==> config.mk <==
export PLATFORM = sky130hd
export DESIGN_NAME = dsp_async_bridge
export DESIGN_NICKNAME = d
export VERILOG_FILES = /design/src/rtl/dab_pkg.sv /design/src/rtl/dab_sync.sv /design/src/rtl/dab_ctrl.sv /design/src/rtl/dab_dpath.sv /design/src/rtl/dsp_async_bridge.sv
export SDC_FILE = /design/constraint.sdc
export NUM_CORES = 1
export LEC_CHECK = 0
export BUFFER_PORTS_ARGS = -buffer_cell sky130_fd_sc_hd__clkbuf_2
export CAP_MARGIN = 20
export CELL_PAD_IN_SITES_DETAIL_PLACEMENT = 1
export CELL_PAD_IN_SITES_GLOBAL_PLACEMENT = 1
export CORE_UTILIZATION = 39
export DETAILED_ROUTE_END_ITERATION = 16
export MAX_ROUTING_LAYER = met4
export PLACE_DENSITY = 0.88
export SYNTH_ARGS = -nofsm -noshare
export SYNTH_HDL_FRONTEND = slang
export SYNTH_HIERARCHICAL = 1
export SYNTH_SLANG_ARGS = --single-unit
==> constraint.sdc <==
create_clock -name clk -period 5.31 [get_ports clk]
set_input_delay 1.062 -clock clk [delete_from_list [all_inputs] [get_ports clk]]
set_output_delay 1.062 -clock clk [all_outputs]
set_load 0.01 [all_outputs]
==> src/rtl/dab_pkg.sv <==
package dab_pkg;

  typedef enum logic [2:0] {
    ST_IDLE,
    ST_REQ,
    ST_ADDR,
    ST_DATA,
    ST_DONE,
    ST_RECOVER
  } busState_e;

  // strobes from control to datapath
  typedef struct packed {
    logic capture;
    logic runTimer;
    logic finishAck;
    logic finishTimeout;
  } dpCtl_t;

  localparam logic [1:0] ACK_NONE  = 2'b00;
  localparam logic [1:0] ACK_LONG  = 2'b11;
  localparam logic [1:0] SIZE_LONG = 2'b00;

endpackage

==> src/rtl/dab_sync.sv <==
module dab_sync #(
  parameter int WIDTH  = 1,
  parameter int STAGES = 2
) (
  input  logic             clk,
  input  logic             rstN,
  input  logic [WIDTH-1:0] asyncIn,
  output logic [WIDTH-1:0] syncOut
);

  for (genvar b = 0; b < WIDTH; b++) begin : g_bit
    logic [STAGES-1:0] chain;
    always_ff @(posedge clk or negedge rstN) begin
      if (!rstN) chain <= '0;
      else       chain <= {chain[STAGES-2:0], asyncIn[b]};
    end
    assign syncOut[b] = chain[STAGES-1];
  end

endmodule

==> src/rtl/dab_ctrl.sv <==
module dab_ctrl
  import dab_pkg::*;
(
  input  logic       clk,
  input  logic       rstN,
  input  logic       dspStrobe,
  input  logic       dspLock,
  input  logic [1:0] ackSync,
  input  logic       grantSync,
  input  logic       timeoutHit,
  input  logic       heldWrite,
  input  logic       heldLock,
  output dpCtl_t     ctl,
  output logic       busReq,
  output logic       grantAck,
  output logic       addrStrobe,
  output logic       dataStrobe,
  output logic       dataDrive,
  output logic       dspReady
);

  busState_e state, nextState;
  logic      lockHold, nextLockHold;
  logic      ackSeen;

  assign ackSeen = (ackSync != ACK_NONE);

  always_comb begin
    nextState    = state;
    nextLockHold = lockHold;
    ctl          = '0;
    unique case (state)
      ST_IDLE: begin
        if (dspStrobe) begin
          ctl.capture = 1'b1;
          // a held locked read already owns the bus and the address strobe
          nextState   = lockHold ? ST_ADDR : ST_REQ;
        end else if (lockHold && !dspLock) begin
          nextLockHold = 1'b0;
        end
      end
      ST_REQ: begin
        if (grantSync) nextState = ST_ADDR;
      end
      ST_ADDR: begin
        nextState = ST_DATA;
      end
      ST_DATA: begin
        ctl.runTimer = 1'b1;
        if (ackSeen) begin
          // acknowledge has priority over a timeout in the same clock
          ctl.finishAck = 1'b1;
          nextState     = ST_DONE;
          nextLockHold  = heldLock && !heldWrite;
        end else if (timeoutHit) begin
          ctl.finishTimeout = 1'b1;
          nextState         = ST_DONE;
          nextLockHold      = heldLock && !heldWrite;
        end
      end
      ST_DONE: begin
        nextState = ST_RECOVER;
      end
      ST_RECOVER: begin
        if (!ackSeen) nextState = ST_IDLE;
      end
      default: nextState = ST_IDLE;
    endcase
  end

  always_ff @(posedge clk or negedge rstN) begin
    if (!rstN) begin
      state    <= ST_IDLE;
      lockHold <= 1'b0;
    end else begin
      state    <= nextState;
      lockHold <= nextLockHold;
    end
  end

  assign busReq     = (state == ST_REQ);
  assign grantAck   = lockHold || (state inside {ST_ADDR, ST_DATA, ST_DONE, ST_RECOVER});
  assign addrStrobe = lockHold || (state inside {ST_ADDR, ST_DATA});
  assign dataStrobe = (state == ST_DATA);
  assign dataDrive  = heldWrite && (state inside {ST_ADDR, ST_DATA});
  assign dspReady   = (state == ST_DONE);

endmodule

==> src/rtl/dab_dpath.sv <==
module dab_dpath
  import dab_pkg::*;
#(
  parameter int ADDR_W         = 24,
  parameter int DATA_W         = 32,
  parameter int TIMEOUT_CYCLES = 256
) (
  input  logic              clk,
  input  logic              rstN,
  input  dpCtl_t            ctl,
  input  logic [ADDR_W-1:0] dspAddr,
  input  logic [DATA_W-1:0] dspWdata,
  input  logic              dspWrite,
  input  logic              dspLock,
  input  logic [1:0]        ackSync,
  input  logic [DATA_W-1:0] busRdata,
  output logic [ADDR_W-1:0] busAddr,
  output logic [DATA_W-1:0] busWdata,
  output logic              heldWrite,
  output logic              heldLock,
  output logic [DATA_W-1:0] dspRdata,
  output logic              busErr,
  output logic              sizeErr,
  output logic              timeoutHit
);

  localparam int BYTE_SHIFT = $clog2(DATA_W / 8);
  localparam int CNT_W      = $clog2(TIMEOUT_CYCLES + 1);
  localparam logic [CNT_W-1:0] LAST_COUNT = CNT_W'(TIMEOUT_CYCLES - 1);

  logic [ADDR_W-1:0] wordAddr;
  logic [DATA_W-1:0] wdataQ;
  logic [CNT_W-1:0]  waitCnt;

  always_ff @(posedge clk or negedge rstN) begin
    if (!rstN) begin
      wordAddr  <= '0;
      wdataQ    <= '0;
      heldWrite <= 1'b0;
      heldLock  <= 1'b0;
    end else if (ctl.capture) begin
      wordAddr  <= dspAddr;
      wdataQ    <= dspWdata;
      heldWrite <= dspWrite;
      heldLock  <= dspLock;
    end
  end

  assign busAddr  = {wordAddr[ADDR_W-BYTE_SHIFT-1:0], {BYTE_SHIFT{1'b0}}};
  assign busWdata = wdataQ;

  // counter is zero outside the data phase, so the compare needs no qualifier
  always_ff @(posedge clk or negedge rstN) begin
    if (!rstN)                   waitCnt <= '0;
    else if (!ctl.runTimer)      waitCnt <= '0;
    else if (waitCnt != LAST_COUNT) waitCnt <= waitCnt + CNT_W'(1);
  end

  assign timeoutHit = (waitCnt == LAST_COUNT);

  always_ff @(posedge clk or negedge rstN) begin
    if (!rstN) begin
      dspRdata <= '0;
      busErr   <= 1'b0;
      sizeErr  <= 1'b0;
    end else if (ctl.finishAck) begin
      if (!heldWrite) dspRdata <= busRdata;
      busErr  <= 1'b0;
      sizeErr <= (ackSync != ACK_LONG);
    end else if (ctl.finishTimeout) begin
      dspRdata <= '0;
      busErr   <= 1'b1;
      sizeErr  <= 1'b0;
    end
  end

endmodule

==> src/rtl/dsp_async_bridge.sv <==
module dsp_async_bridge
  import dab_pkg::*;
#(
  parameter int ADDR_W         = 24,
  parameter int DATA_W         = 32,
  parameter int TIMEOUT_CYCLES = 256,
  parameter int SYNC_STAGES    = 2
) (
  input  logic              clk,
  input  logic              rstN,
  input  logic              dspStrobe,
  input  logic              dspWrite,
  input  logic              dspLock,
  input  logic [ADDR_W-1:0] dspAddr,
  input  logic [DATA_W-1:0] dspWdata,
  output logic [DATA_W-1:0] dspRdata,
  output logic              dspReady,
  output logic              dspBusErr,
  output logic              dspSizeErr,
  output logic              busReq,
  input  logic              busGrant,
  output logic              busGrantAck,
  output logic              addrStrobe,
  output logic              dataStrobe,
  output logic              busWrite,
  output logic [1:0]        busSize,
  output logic [ADDR_W-1:0] busAddr,
  output logic [DATA_W-1:0] busWdata,
  output logic              busDataOe,
  input  logic [DATA_W-1:0] busRdata,
  input  logic [1:0]        portAck
);

  dpCtl_t     ctl;
  logic [1:0] ackSync;
  logic       grantSync;
  logic       timeoutHit;
  logic       heldWrite;
  logic       heldLock;

  dab_sync #(.WIDTH(2), .STAGES(SYNC_STAGES)) ackSync_i (
    .clk(clk), .rstN(rstN), .asyncIn(portAck), .syncOut(ackSync)
  );

  dab_sync #(.WIDTH(1), .STAGES(SYNC_STAGES)) grantSync_i (
    .clk(clk), .rstN(rstN), .asyncIn(busGrant), .syncOut(grantSync)
  );

  dab_ctrl ctrl_i (
    .clk(clk), .rstN(rstN), .dspStrobe(dspStrobe), .dspLock(dspLock),
    .ackSync(ackSync), .grantSync(grantSync), .timeoutHit(timeoutHit),
    .heldWrite(heldWrite), .heldLock(heldLock), .ctl(ctl),
    .busReq(busReq), .grantAck(busGrantAck), .addrStrobe(addrStrobe),
    .dataStrobe(dataStrobe), .dataDrive(busDataOe), .dspReady(dspReady)
  );

  dab_dpath #(.ADDR_W(ADDR_W), .DATA_W(DATA_W), .TIMEOUT_CYCLES(TIMEOUT_CYCLES)) dpath_i (
    .clk(clk), .rstN(rstN), .ctl(ctl), .dspAddr(dspAddr), .dspWdata(dspWdata),
    .dspWrite(dspWrite), .dspLock(dspLock), .ackSync(ackSync), .busRdata(busRdata),
    .busAddr(busAddr), .busWdata(busWdata), .heldWrite(heldWrite), .heldLock(heldLock),
    .dspRdata(dspRdata), .busErr(dspBusErr), .sizeErr(dspSizeErr), .timeoutHit(timeoutHit)
  );

  assign busWrite = heldWrite;
  assign busSize  = SIZE_LONG;

endmodule

==> results.yml <==
floorplanning:
  die_w_um: 108
  die-area_um2: 11600
  core-area_um2: 10900
  die_h_um: 108
  initial_core_util: 0.401
  num_io_pins: 195
  core.rowCount: 38
synth:
  synth.top_cell.area_share: 0.625
  synth_mux_area_frac: 0.151
  synth.avg_cell_area_um2: 14.5
  yosys.area.top_type: "dfrtp_1"
  ys.warnings.count: 6
  yosys.area_share.simple: 0.0637
  synth_edf_count: 0
  synth_top_family_by_area: "multiplexers"
  ys.flop_type: "dfrtp_1"
  synth_xor_area_frac: 0.00803
  ys_seq_area_frac: 0.625
  synth_area_leaders: "dfrtp_1 63%, mux2_1 10%, a22o_1 6.6%, mux2_2 4.1%, buf_4 1.9%"
  synth_cell_types: 42
  syn_inst: 300
  netlist_top_cells_count: "109 x dfrtp_1, 40 x mux2_1, 33 x a22o_1"
  synth_area_um2: 4360
  synth-adder-area-share: 0.00861
  synth-compound-area-share: 0.0950
  yosysMostFrequentCell: "dfrtp_1"
  synth_seq_cells: 109
  async_flop_share: 1.00
sta:
  slew_headroom: 0.440
  skew_ns: 0.0180
  fin_crit_sh: 0.504
  hold_viol: 0
  layout_setup_ws_ns: 2.63
  setup_viol: 0
  fmax_ghz: 0.374
  tns_ns: 0
  rsz0062_at_grt: "no"
  report.final.slew_viol_count: 0
  finalCriticalPeriod_ns: 2.68
  max_slew.worst_pin.slew_ns: 0.838
clock_network:
  insertion_delay_ns: 0.36
  cts_hold_buf: 0
  cts-root-buf: "clkbuf_8"
  cts.reportedPaths.clkPinSlew_ns: 0.10
  post_cts_buffers: 0
  cts_inserted_buffers: 9
  cts.sinks: 109
  cts_resized: 0
  h-tree-depth: 3
  clockBufferDepth: 2
  cts_tree: "done"
final_layout:
  nFillCells: 1174
  final_area_um2: 5540
  area_delta_synth_final_pct: 27.1
  n_antenna_cell: 0
  final_net_count: 579
  drive_gt1_frac: 0.477
worst_hold_path:
  hold_path.startpoint: "ackSync_i/g_bit[1].chain[0]"
  worstHoldPathCells: 0
  min_to: "ackSync_i/g_bit[1].chain[1]"
  min_path_type: "register to register"
routing:
  wl_um: 10000
  wl_per_cell_um: 16.0
  vias_per_cell: 4.89
  post-route-drc-count: 0
  num_vias: 3052
  drtIter0Drc: 65
  first_pass_iters: 5
  drtAntennaViolNets: 0
worst_setup_path:
  r2r_end: "dpath_i/dspRdata[20]"
  required_ns: 4.25
  max_stage_delay_ns: 0.55
  critPathCaptureType: "output port"
  path_class: "register to output port"
  crit_chain: "inv_2 > ha_1 > or2_2 > clkbuf_2"
  cpLargestDelayFamily: "flip-flops"
  cp-start-kind: "register"
  r2r-start: "ctrl_i/state[1]"
  path_max_fanout: 8
  crit_buf_inv: 2
  cp.arrival_ns: 1.61
  r2r_slack_ns: 2.80
  r2r.worst_path.cells: 5
  critPathSlowestCell: "dfrtp_1"
global_routing:
  grt_pass1_wl_um: 15600
  grt_max_degree: 80
  grt_use_total: 0.180
  antenna_found_initial: 0
  gr-total-overflow: 0
  first_global_vias: 3108
pwr:
  leakage_uw: 0.00282
  p_per_area_nw_per_um2: 556
  peakVddDrop_v: 0.000229
placed_design:
  numPortBuffers: 188
  post-dp-hpwl_um: 7350
  gp_congestion: 0.725
  place_ws_ns: 2.67
  place_area_um2: 5330
outcome:
  status: "complete, no violations"
run:
  drv_cap: 0
-- area by class of cell --
type / instances / area (um^2) / share of cell area
flip-flops and latches: 109 / 2730 / 0.492
multi-input cells: 163 / 1440 / 0.260
repair buffers: 191 / 986 / 0.178
well taps: 140 / 175 / 0.0316
clock buffers: 11 / 141 / 0.0255
clock inverters: 4 / 48.8 / 0.00880
inverters: 6 / 22.5 / 0.00406
-- routing by layer --
metal,global-route usage,share of wire,routed length [um],up-vias
li1,-,-,-,1413
met1,0.222,0.42,4220,1518
met2,0.297,0.52,5190,111
met3,0.0357,0.047,470,10
met4,0.0548,0.013,131,0
met5,-,0,0,-
-- cell usage in the layout (no fill, tap or decap), types with 2 or more instances in the layout --
cell	instances
a211o_1	2
a211oi_1	3
a22o_1	33
a31oi_1	3
and2_1	6
and3_1	2
buf_4	3
clkbuf_2	187
clkbuf_8	10
clkinv_2	2
conb_1	4
dfrtp_1	109
ha_1	3
inv_1	4
inv_2	2
mux2_1	40
mux2_2	16
mux2i_1	3
nand2_1	5
nand2b_1	7
nand4_1	2
nand4b_1	2
nor2_1	6
nor3_2	2
o21ai_1	2
xnor2_1	4
-- where the power goes --
group / total [uW] / internal [uW] / switching [uW]
logic: 1180 / 584 / 594
registers: 1410 / 1180 / 226
clock network: 492 / 228 / 264
-- flip-flops by register name (all words and copies together) (netlist names), 2 cells and up --
| signal | flops |
|---|---|
| dpath_i/dspRdata | 32 |
| grantSync_i/g_bit.chain | 2 |
| dpath_i/wordAddr | 22 |
| dpath_i/busWdata | 32 |
| ctrl_i/state | 3 |
| dpath_i/waitCnt | 9 |
| ackSync_i/g_bit.chain | 4 |
-- per-stage QoR --
step           total power, uW  hold slack, ns  std cells  utilization
2_1_floorplan             2100           0.331        302            -
3_3_place_gp              2550           0.335        608        0.489
3_5_place_dp              2620           0.341        608        0.489
4_1_cts                   3120           0.364        623        0.507
5_1_grt                   3290           0.372        624        0.509
6_report                  3080           0.358        624        0.509
-- how the worst max path moves through the flow --
| stage | startpoint | endpoint | slack, ns | depth (start not counted) |
|---|---|---|---|---|
| final | ctrl_i/state[2] | addrStrobe | 2.63 | 4 |
| after floorplan | ctrl_i/state[2] | addrStrobe | 3.24 | 3 |
| after detailed placement | dspStrobe | dpath_i/wordAddr[21] | 2.67 | 4 |
| after global routing | ctrl_i/state[2] | addrStrobe | 2.56 | 4 |
| after CTS | ctrl_i/state[2] | addrStrobe | 2.61 | 4 |
| after global placement | dspStrobe | dpath_i/wordAddr[7] | 2.72 | 4 |
-- cell families after synthesis --
logic type               after synthesis
flip-flops                           109
multiplexers                          59
AO/OA/AOI/OAI                         50
AND/OR/NAND/NOR                       43
buffers and inverters                 30
XOR/XNOR                               4
adder cells (fa/ha/maj)                3
other                                  2
(Power assumes the default switching activity.)
